$ cat config.mk
export PLATFORM = sky130hd
export DESIGN_NAME = osc_ctl_top
export DESIGN_NICKNAME = d
export VERILOG_FILES = /design/src/rtl/osc_ctl_pkg.sv /design/src/rtl/osc_ctl_regs.sv /design/src/rtl/osc_ctl_startup.sv /design/src/rtl/osc_ctl_gate.sv /design/src/rtl/osc_ctl_top.sv
export SDC_FILE = /design/constraint.sdc
export NUM_CORES = 1
export LEC_CHECK = 0
export ABC_CLOCK_PERIOD_IN_PS = 1800
export BUFFER_PORTS_ARGS = -buffer_cell sky130_fd_sc_hd__buf_2
export CORE_AREA = 2 2 83 85
export CTS_CLUSTER_DIAMETER = 100
export DETAILED_ROUTE_END_ITERATION = 16
export DIE_AREA = 0 0 85 87
export GPL_TIMING_DRIVEN = 0
export SETUP_SLACK_MARGIN = 0.1
export SLEW_MARGIN = 30
export SYNTH_ARGS = -nofsm -noshare
export SYNTH_HDL_FRONTEND = slang
export SYNTH_HIERARCHICAL = 1
export SYNTH_SLANG_ARGS = --single-unit
$ cat constraint.sdc
create_clock -name clk -period 1.8 [get_ports clk]
set_clock_uncertainty 0.1 [all_clocks]
set_input_delay 0.18 -clock clk [delete_from_list [all_inputs] [get_ports clk]]
set_output_delay 0.18 -clock clk [all_outputs]
set_load 0.05 [all_outputs]
$ cat src/rtl/osc_ctl_pkg.sv
package osc_ctl_pkg;

  localparam int unsigned DATA_W = 32;
  localparam int unsigned CAL_W  = 7;
  localparam int unsigned SEL_W  = 3;
  localparam int unsigned EXTRA_EDGES = 3;

  localparam logic [DATA_W-1:0] CFG_MASK  = 32'h007F_17CE;
  localparam logic [DATA_W-1:0] CFG_RESET = 32'h003F_0080;

  typedef struct packed {
    logic [CAL_W-1:0] trim;
    logic             lock;
    logic [SEL_W-1:0] sel;
    logic             ondemand;
    logic             stdby_run;
    logic             div_en;
    logic             main_en;
    logic             enable;
  } cfg_t;

  function automatic cfg_t cfg_from_word(input logic [DATA_W-1:0] w);
    cfg_t c;
    c.trim      = w[22:16];
    c.lock      = w[12];
    c.sel       = w[10:8];
    c.ondemand  = w[7];
    c.stdby_run = w[6];
    c.div_en    = w[3];
    c.main_en   = w[2];
    c.enable    = w[1];
    return c;
  endfunction

  function automatic logic [DATA_W-1:0] cfg_to_word(input cfg_t c);
    logic [DATA_W-1:0] w;
    w        = '0;
    w[22:16] = c.trim;
    w[12]    = c.lock;
    w[10:8]  = c.sel;
    w[7]     = c.ondemand;
    w[6]     = c.stdby_run;
    w[3]     = c.div_en;
    w[2]     = c.main_en;
    w[1]     = c.enable;
    return w;
  endfunction

  // Table entry is 2 + 2**sel; the total adds the fixed extra edges.
  function automatic int unsigned startup_edges(input logic [SEL_W-1:0] sel);
    return 2 + (32'd1 << sel) + EXTRA_EDGES;
  endfunction

endpackage

$ cat src/rtl/osc_ctl_regs.sv
module osc_ctl_regs
  import osc_ctl_pkg::*;
(
  input  logic              clk,
  input  logic              rst_n,
  input  logic              wr_hit,
  input  logic [DATA_W-1:0] wdata,
  output cfg_t              cfg_q
);

  cfg_t cfg_d;
  logic wr_ok;

  assign wr_ok = wr_hit && !cfg_q.lock;

  always_comb begin
    cfg_d = cfg_q;
    if (wr_ok) begin
      cfg_d = cfg_from_word(wdata);
    end
  end

  always_ff @(posedge clk or negedge rst_n) begin
    if (!rst_n) begin
      cfg_q <= cfg_from_word(CFG_RESET);
    end else if (wr_ok) begin
      cfg_q <= cfg_d;
    end
  end

endmodule

$ cat src/rtl/osc_ctl_startup.sv
module osc_ctl_startup
  import osc_ctl_pkg::*;
#(
  parameter int unsigned CNT_W = 8
) (
  input  logic             clk,
  input  logic             rst_n,
  input  logic             run,
  input  logic             tick,
  input  logic [SEL_W-1:0] sel,
  output logic             ready
);

  logic [CNT_W-1:0] cnt_q, cnt_d, target, cnt_inc;
  logic             rdy_q, rdy_d;
  logic             cnt_ce;

  assign target  = CNT_W'(startup_edges(sel));
  assign cnt_inc = cnt_q + 1'b1;
  assign cnt_ce  = !run || (tick && !rdy_q);

  always_comb begin
    cnt_d = cnt_q;
    rdy_d = rdy_q;
    if (!run) begin
      cnt_d = '0;
      rdy_d = 1'b0;
    end else if (tick && !rdy_q) begin
      cnt_d = cnt_inc;
      if (cnt_inc >= target) begin
        rdy_d = 1'b1;
      end
    end
  end

  always_ff @(posedge clk or negedge rst_n) begin
    if (!rst_n) begin
      cnt_q <= '0;
      rdy_q <= 1'b0;
    end else if (cnt_ce) begin
      cnt_q <= cnt_d;
      rdy_q <= rdy_d;
    end
  end

  assign ready = rdy_q && run;

endmodule

$ cat src/rtl/osc_ctl_gate.sv
module osc_ctl_gate #(
  parameter int unsigned N_OUT = 2
) (
  input  logic             ready,
  input  logic [N_OUT-1:0] req,
  output logic [N_OUT-1:0] gated
);

  for (genvar g = 0; g < N_OUT; g++) begin : g_out
    assign gated[g] = ready && req[g];
  end

endmodule

$ cat src/rtl/osc_ctl_top.sv
module osc_ctl_top
  import osc_ctl_pkg::*;
#(
  parameter int unsigned ADDR_W   = 8,
  parameter int unsigned REG_ADDR = 'h18,
  parameter int unsigned CNT_W    = 8
) (
  input  logic              clk,
  input  logic              rst_n,
  input  logic [ADDR_W-1:0] bus_addr,
  input  logic              bus_we,
  input  logic [31:0]       bus_wdata,
  output logic [31:0]       bus_rdata,
  input  logic              lp_tick,
  output logic              osc_en,
  output logic              osc_ready,
  output logic              clk_main_en,
  output logic              clk_div_en,
  output logic [6:0]        calib_val,
  output logic              ondemand_o,
  output logic              stdby_run_o
);

  localparam logic [ADDR_W-1:0] HIT_ADDR = ADDR_W'(REG_ADDR);

  logic [1:0]        rst_pipe;
  logic              rst_sync_n;
  logic              addr_hit;
  logic              wr_hit;
  cfg_t              cfg_q;
  logic [DATA_W-1:0] cfg_word;
  logic [1:0]        out_gated;

  always_ff @(posedge clk or negedge rst_n) begin
    if (!rst_n) begin
      rst_pipe <= 2'b00;
    end else begin
      rst_pipe <= {rst_pipe[0], 1'b1};
    end
  end
  assign rst_sync_n = rst_pipe[1];

  assign addr_hit = (bus_addr == HIT_ADDR);
  assign wr_hit   = bus_we && addr_hit;

  osc_ctl_regs i_regs (
    .clk   (clk),
    .rst_n (rst_sync_n),
    .wr_hit(wr_hit),
    .wdata (bus_wdata),
    .cfg_q (cfg_q)
  );

  assign cfg_word  = cfg_to_word(cfg_q);
  assign bus_rdata = addr_hit ? cfg_word : '0;

  osc_ctl_startup #(.CNT_W(CNT_W)) i_startup (
    .clk  (clk),
    .rst_n(rst_sync_n),
    .run  (cfg_q.enable),
    .tick (lp_tick),
    .sel  (cfg_q.sel),
    .ready(osc_ready)
  );

  osc_ctl_gate #(.N_OUT(2)) i_gate (
    .ready(osc_ready),
    .req  ({cfg_q.div_en, cfg_q.main_en}),
    .gated(out_gated)
  );

  assign clk_main_en = out_gated[0];
  assign clk_div_en  = out_gated[1];
  assign osc_en      = cfg_q.enable;
  assign calib_val   = cfg_q.trim;
  assign ondemand_o  = cfg_q.ondemand;
  assign stdby_run_o = cfg_q.stdby_run;

endmodule

==> impl_metrics.ini <==
[run_status]
outcome = finished with violations
failed_checks = negative setup slack

[detailed_routing]
routed_via_density = 4.28
via_count = 1502
drt_iter0_drc = 39
ant_nets = 0
drcViolationCount = 0
firstDrtPassIters = 4
drt-wirelength-per-cell_um = 12.9
wl_mm = 4.51

[power]
internal_power_uw = 917
cellLeakagePower_uw = 0.00160
p_clk_frac = 0.273
p_sw_frac = 0.316
power-per-cell-area_mw_per_mm2 = 450
pwr-share-comb = 0.231
vdd_drop_max_mv = 0.359
p_total_uw = 1340
switchingPower_uw = 423
seq_power_share = 0.495

[critical_path]
critPathArrivalTime_ns = 1.95
critPathMaxStageDelay_ns = 0.35
crit_chain = buf_6, nand3_4, nor2_2, xor2_1, ha_1, a211oi_2, nor2_1, nor3_2, a21oi_2
cp-end-kind = flip-flop
required_ns = 1.87
path_max_fanout = 6
crit_buf_inv = 1
slowest_stage = dfrtp_1
crit_type = flip-flop to flip-flop
path_delay_family = simple AND/OR/NAND/NOR gates
critPathLaunchType = flip-flop

[grt]
overflow = 0
grt_max_degree = 26
grt_use_total = 0.125
grt_pass1_wl_mm = 7.38
grt_pass1_vias = 1467
antenna_found_initial = 0

[layout]
area_delta_synth_final_pct = 55.9
finalNonFillerCells = 351
final_common_cell = buf_2
layout-drive-gt1-share = 0.605
diodes = 0
stdcell_area_mm2 = 0.00298
final_nets = 325
final_cell_mix = buf_2, buf_4, buf_6

[cts]
cts_root_buf = clkbuf_8
htree_num_levels = 1
cts_tree = done
clkTransAtPathRegs_ns = 0.10
cts_sinks = 27
clockBufferDepth = 2
cts_made_buffers = 3
clk-insertion-delay-late_ns = 0.28

[yosys]
syn_avg_cell_area_um2 = 10.7
async_reset_ff_frac = 1.00
synthFlopType = dfrtp_1
syn_inst = 179
synth-seq-area-share = 0.358
synth.distinct_cells = 39
synth_seq_cells = 27
synth_edf_count = 0
synth_area_mm2 = 0.00191
synth_warnings = 6

[die]
rows = 30
ios = 89
start_util = 0.291
die-area_mm2 = 0.00740
die_w_um = 85
core_area_mm2 = 0.00657
die_h_um = 87

[min_path]
hold_class = input port to flip-flop

[timing]
setup_violations = 6
rsz0062_at_grt = true
final_hold_viol_count = 0
slew_headroom = 0.617
totalNegativeSetupSlack_ns = -0.121
timing.final.crit_share = 1.04
worst_pin_slew_ns = 0.574
setup_ws_ns = -0.0766
max_freq_mhz = 533
slew_violations = 0
period_needed_ns = 1.88

[place]
gp_congestion = 0.746
place_area_mm2 = 0.00250
dpl.hpwl_mm = 2.99
placed_cells_incl_taps = 330
io_buffers = 56
post-place-ws_ns = -0.321

[run]
maxCapViolCount = 0
[layer usage]
| metal | routed length (µm) | track usage | vias up |
|---|---|---|---|
| met5 | 0 | 0 | - |
| met4 | 72 | 0.0303 | 0 |
| met3 | 175 | 0.0256 | 6 |
| met2 | 2370 | 0.214 | 38 |
| met1 | 1900 | 0.162 | 697 |
| li1 | - | - | 761 |
[timing repair]
action,4_1_cts,5_1_grt
hold buffers,1,1
gates cloned,3,0
pin swaps,19,18
resized for setup,65,7
setup buffers,11,3
setup endpoints to repair,23,34
endpoints found under the hold margin,2,1
[stage by stage]
| step | hold slack [ns] | utilization |
|---|---|---|
| floorplan | -0.216 | - |
| global placement | -0.134 | 0.380 |
| detailed placement | -0.133 | 0.380 |
| CTS | 0.00628 | 0.452 |
| global route | 0.00938 | 0.454 |
| finish | 0.0267 | 0.454 |
[area by class of cell]
| class | count | area (µm²) |
|---|---|---|
| Inverter | 18 | 67.6 |
| Multi-Input combinational cell | 124 | 1190 |
| Fill cell | 598 | 3590 |
| Clock buffer | 3 | 41.3 |
| Sequential cell | 27 | 692 |
| Timing Repair Buffer | 74 | 641 |
| Buffer | 24 | 235 |
| Clock inverter | 1 | 8.76 |
| Tap cell | 80 | 100 |
[path summary, 6_finish.rpt]
kind                               startpoint                 end  slack (ns)  cells after the start
max in group asynchronous         rst_pipe[1]     i_regs/cfg_q[7]        1.02                      0
setup reg to reg           i_startup/cnt_q[2]     i_startup/rdy_q       -0.08                      9
hold / removal                  bus_wdata[17]    i_regs/cfg_q[10]        0.03                      2
min in group asynchronous               rst_n         rst_pipe[1]        0.10                      2
hold reg to reg                   rst_pipe[1]  i_startup/cnt_q[0]        0.17                      0
setup / recovery           i_startup/cnt_q[2]     i_startup/rdy_q       -0.08                      9
[power by group through the flow]
stage / registers [µW] / logic, µW / clock network, µW
final: 664 / 310 / 366
after global routing: 670 / 326 / 419
after CTS: 668 / 304 / 385
after detailed placement: 678 / 272 / 0
after global placement: 677 / 270 / 0
after floorplan: 708 / 183 / 0
[synth_stat cells (2+ instances only)]
| library cell | n | area (µm²) |
|---|---|---|
| buf_4 | 18 | 135 |
| nand2_1 | 5 | 18.8 |
| mux2_4 | 10 | 150 |
| xor2_1 | 7 | 61.3 |
| dfstp_2 | 7 | 184 |
| or3_1 | 2 | 12.5 |
| buf_6 | 4 | 45.0 |
| nand3b_1 | 2 | 15.0 |
| buf_12 | 2 | 40.0 |
| a211oi_1 | 2 | 15.0 |
| or4b_1 | 2 | 20.0 |
| nor2_1 | 6 | 22.5 |
| o21ai_0 | 3 | 15.0 |
| and2_1 | 9 | 56.3 |
| xnor2_1 | 5 | 43.8 |
| ha_1 | 9 | 113 |
| nand4_1 | 3 | 18.8 |
| dfrtp_1 | 20 | 500 |
| nor3_2 | 12 | 120 |
| inv_1 | 18 | 67.6 |
| mux2_2 | 5 | 56.3 |
| nand3_1 | 3 | 15.0 |
| conb_1 | 2 | 7.51 |
| nor3_1 | 8 | 40.0 |
[sequential cells by signal (all words and copies together), names as in the netlist]
| signal | flops |
|---|---|
| i_regs/cfg_q | 16 |
| i_startup/cnt_q | 8 |
| i_startup/rdy_q | 1 |
| rst_pipe | 2 |
[cells by family after synthesis]
kind of cell               Yosys count  share of synthesized area
AOI/OAI and AO/OA                   11                     0.0393
xor gates and xnor gates            12                     0.0550
adders and majority gates            9                     0.0589
buffers and inverters               43                      0.153
DFF                                 27                      0.358
muxes                               15                      0.108
other                                2                    0.00393
and+or+nand+nor                     60                      0.224
Power figures use the tool's default switching activity.
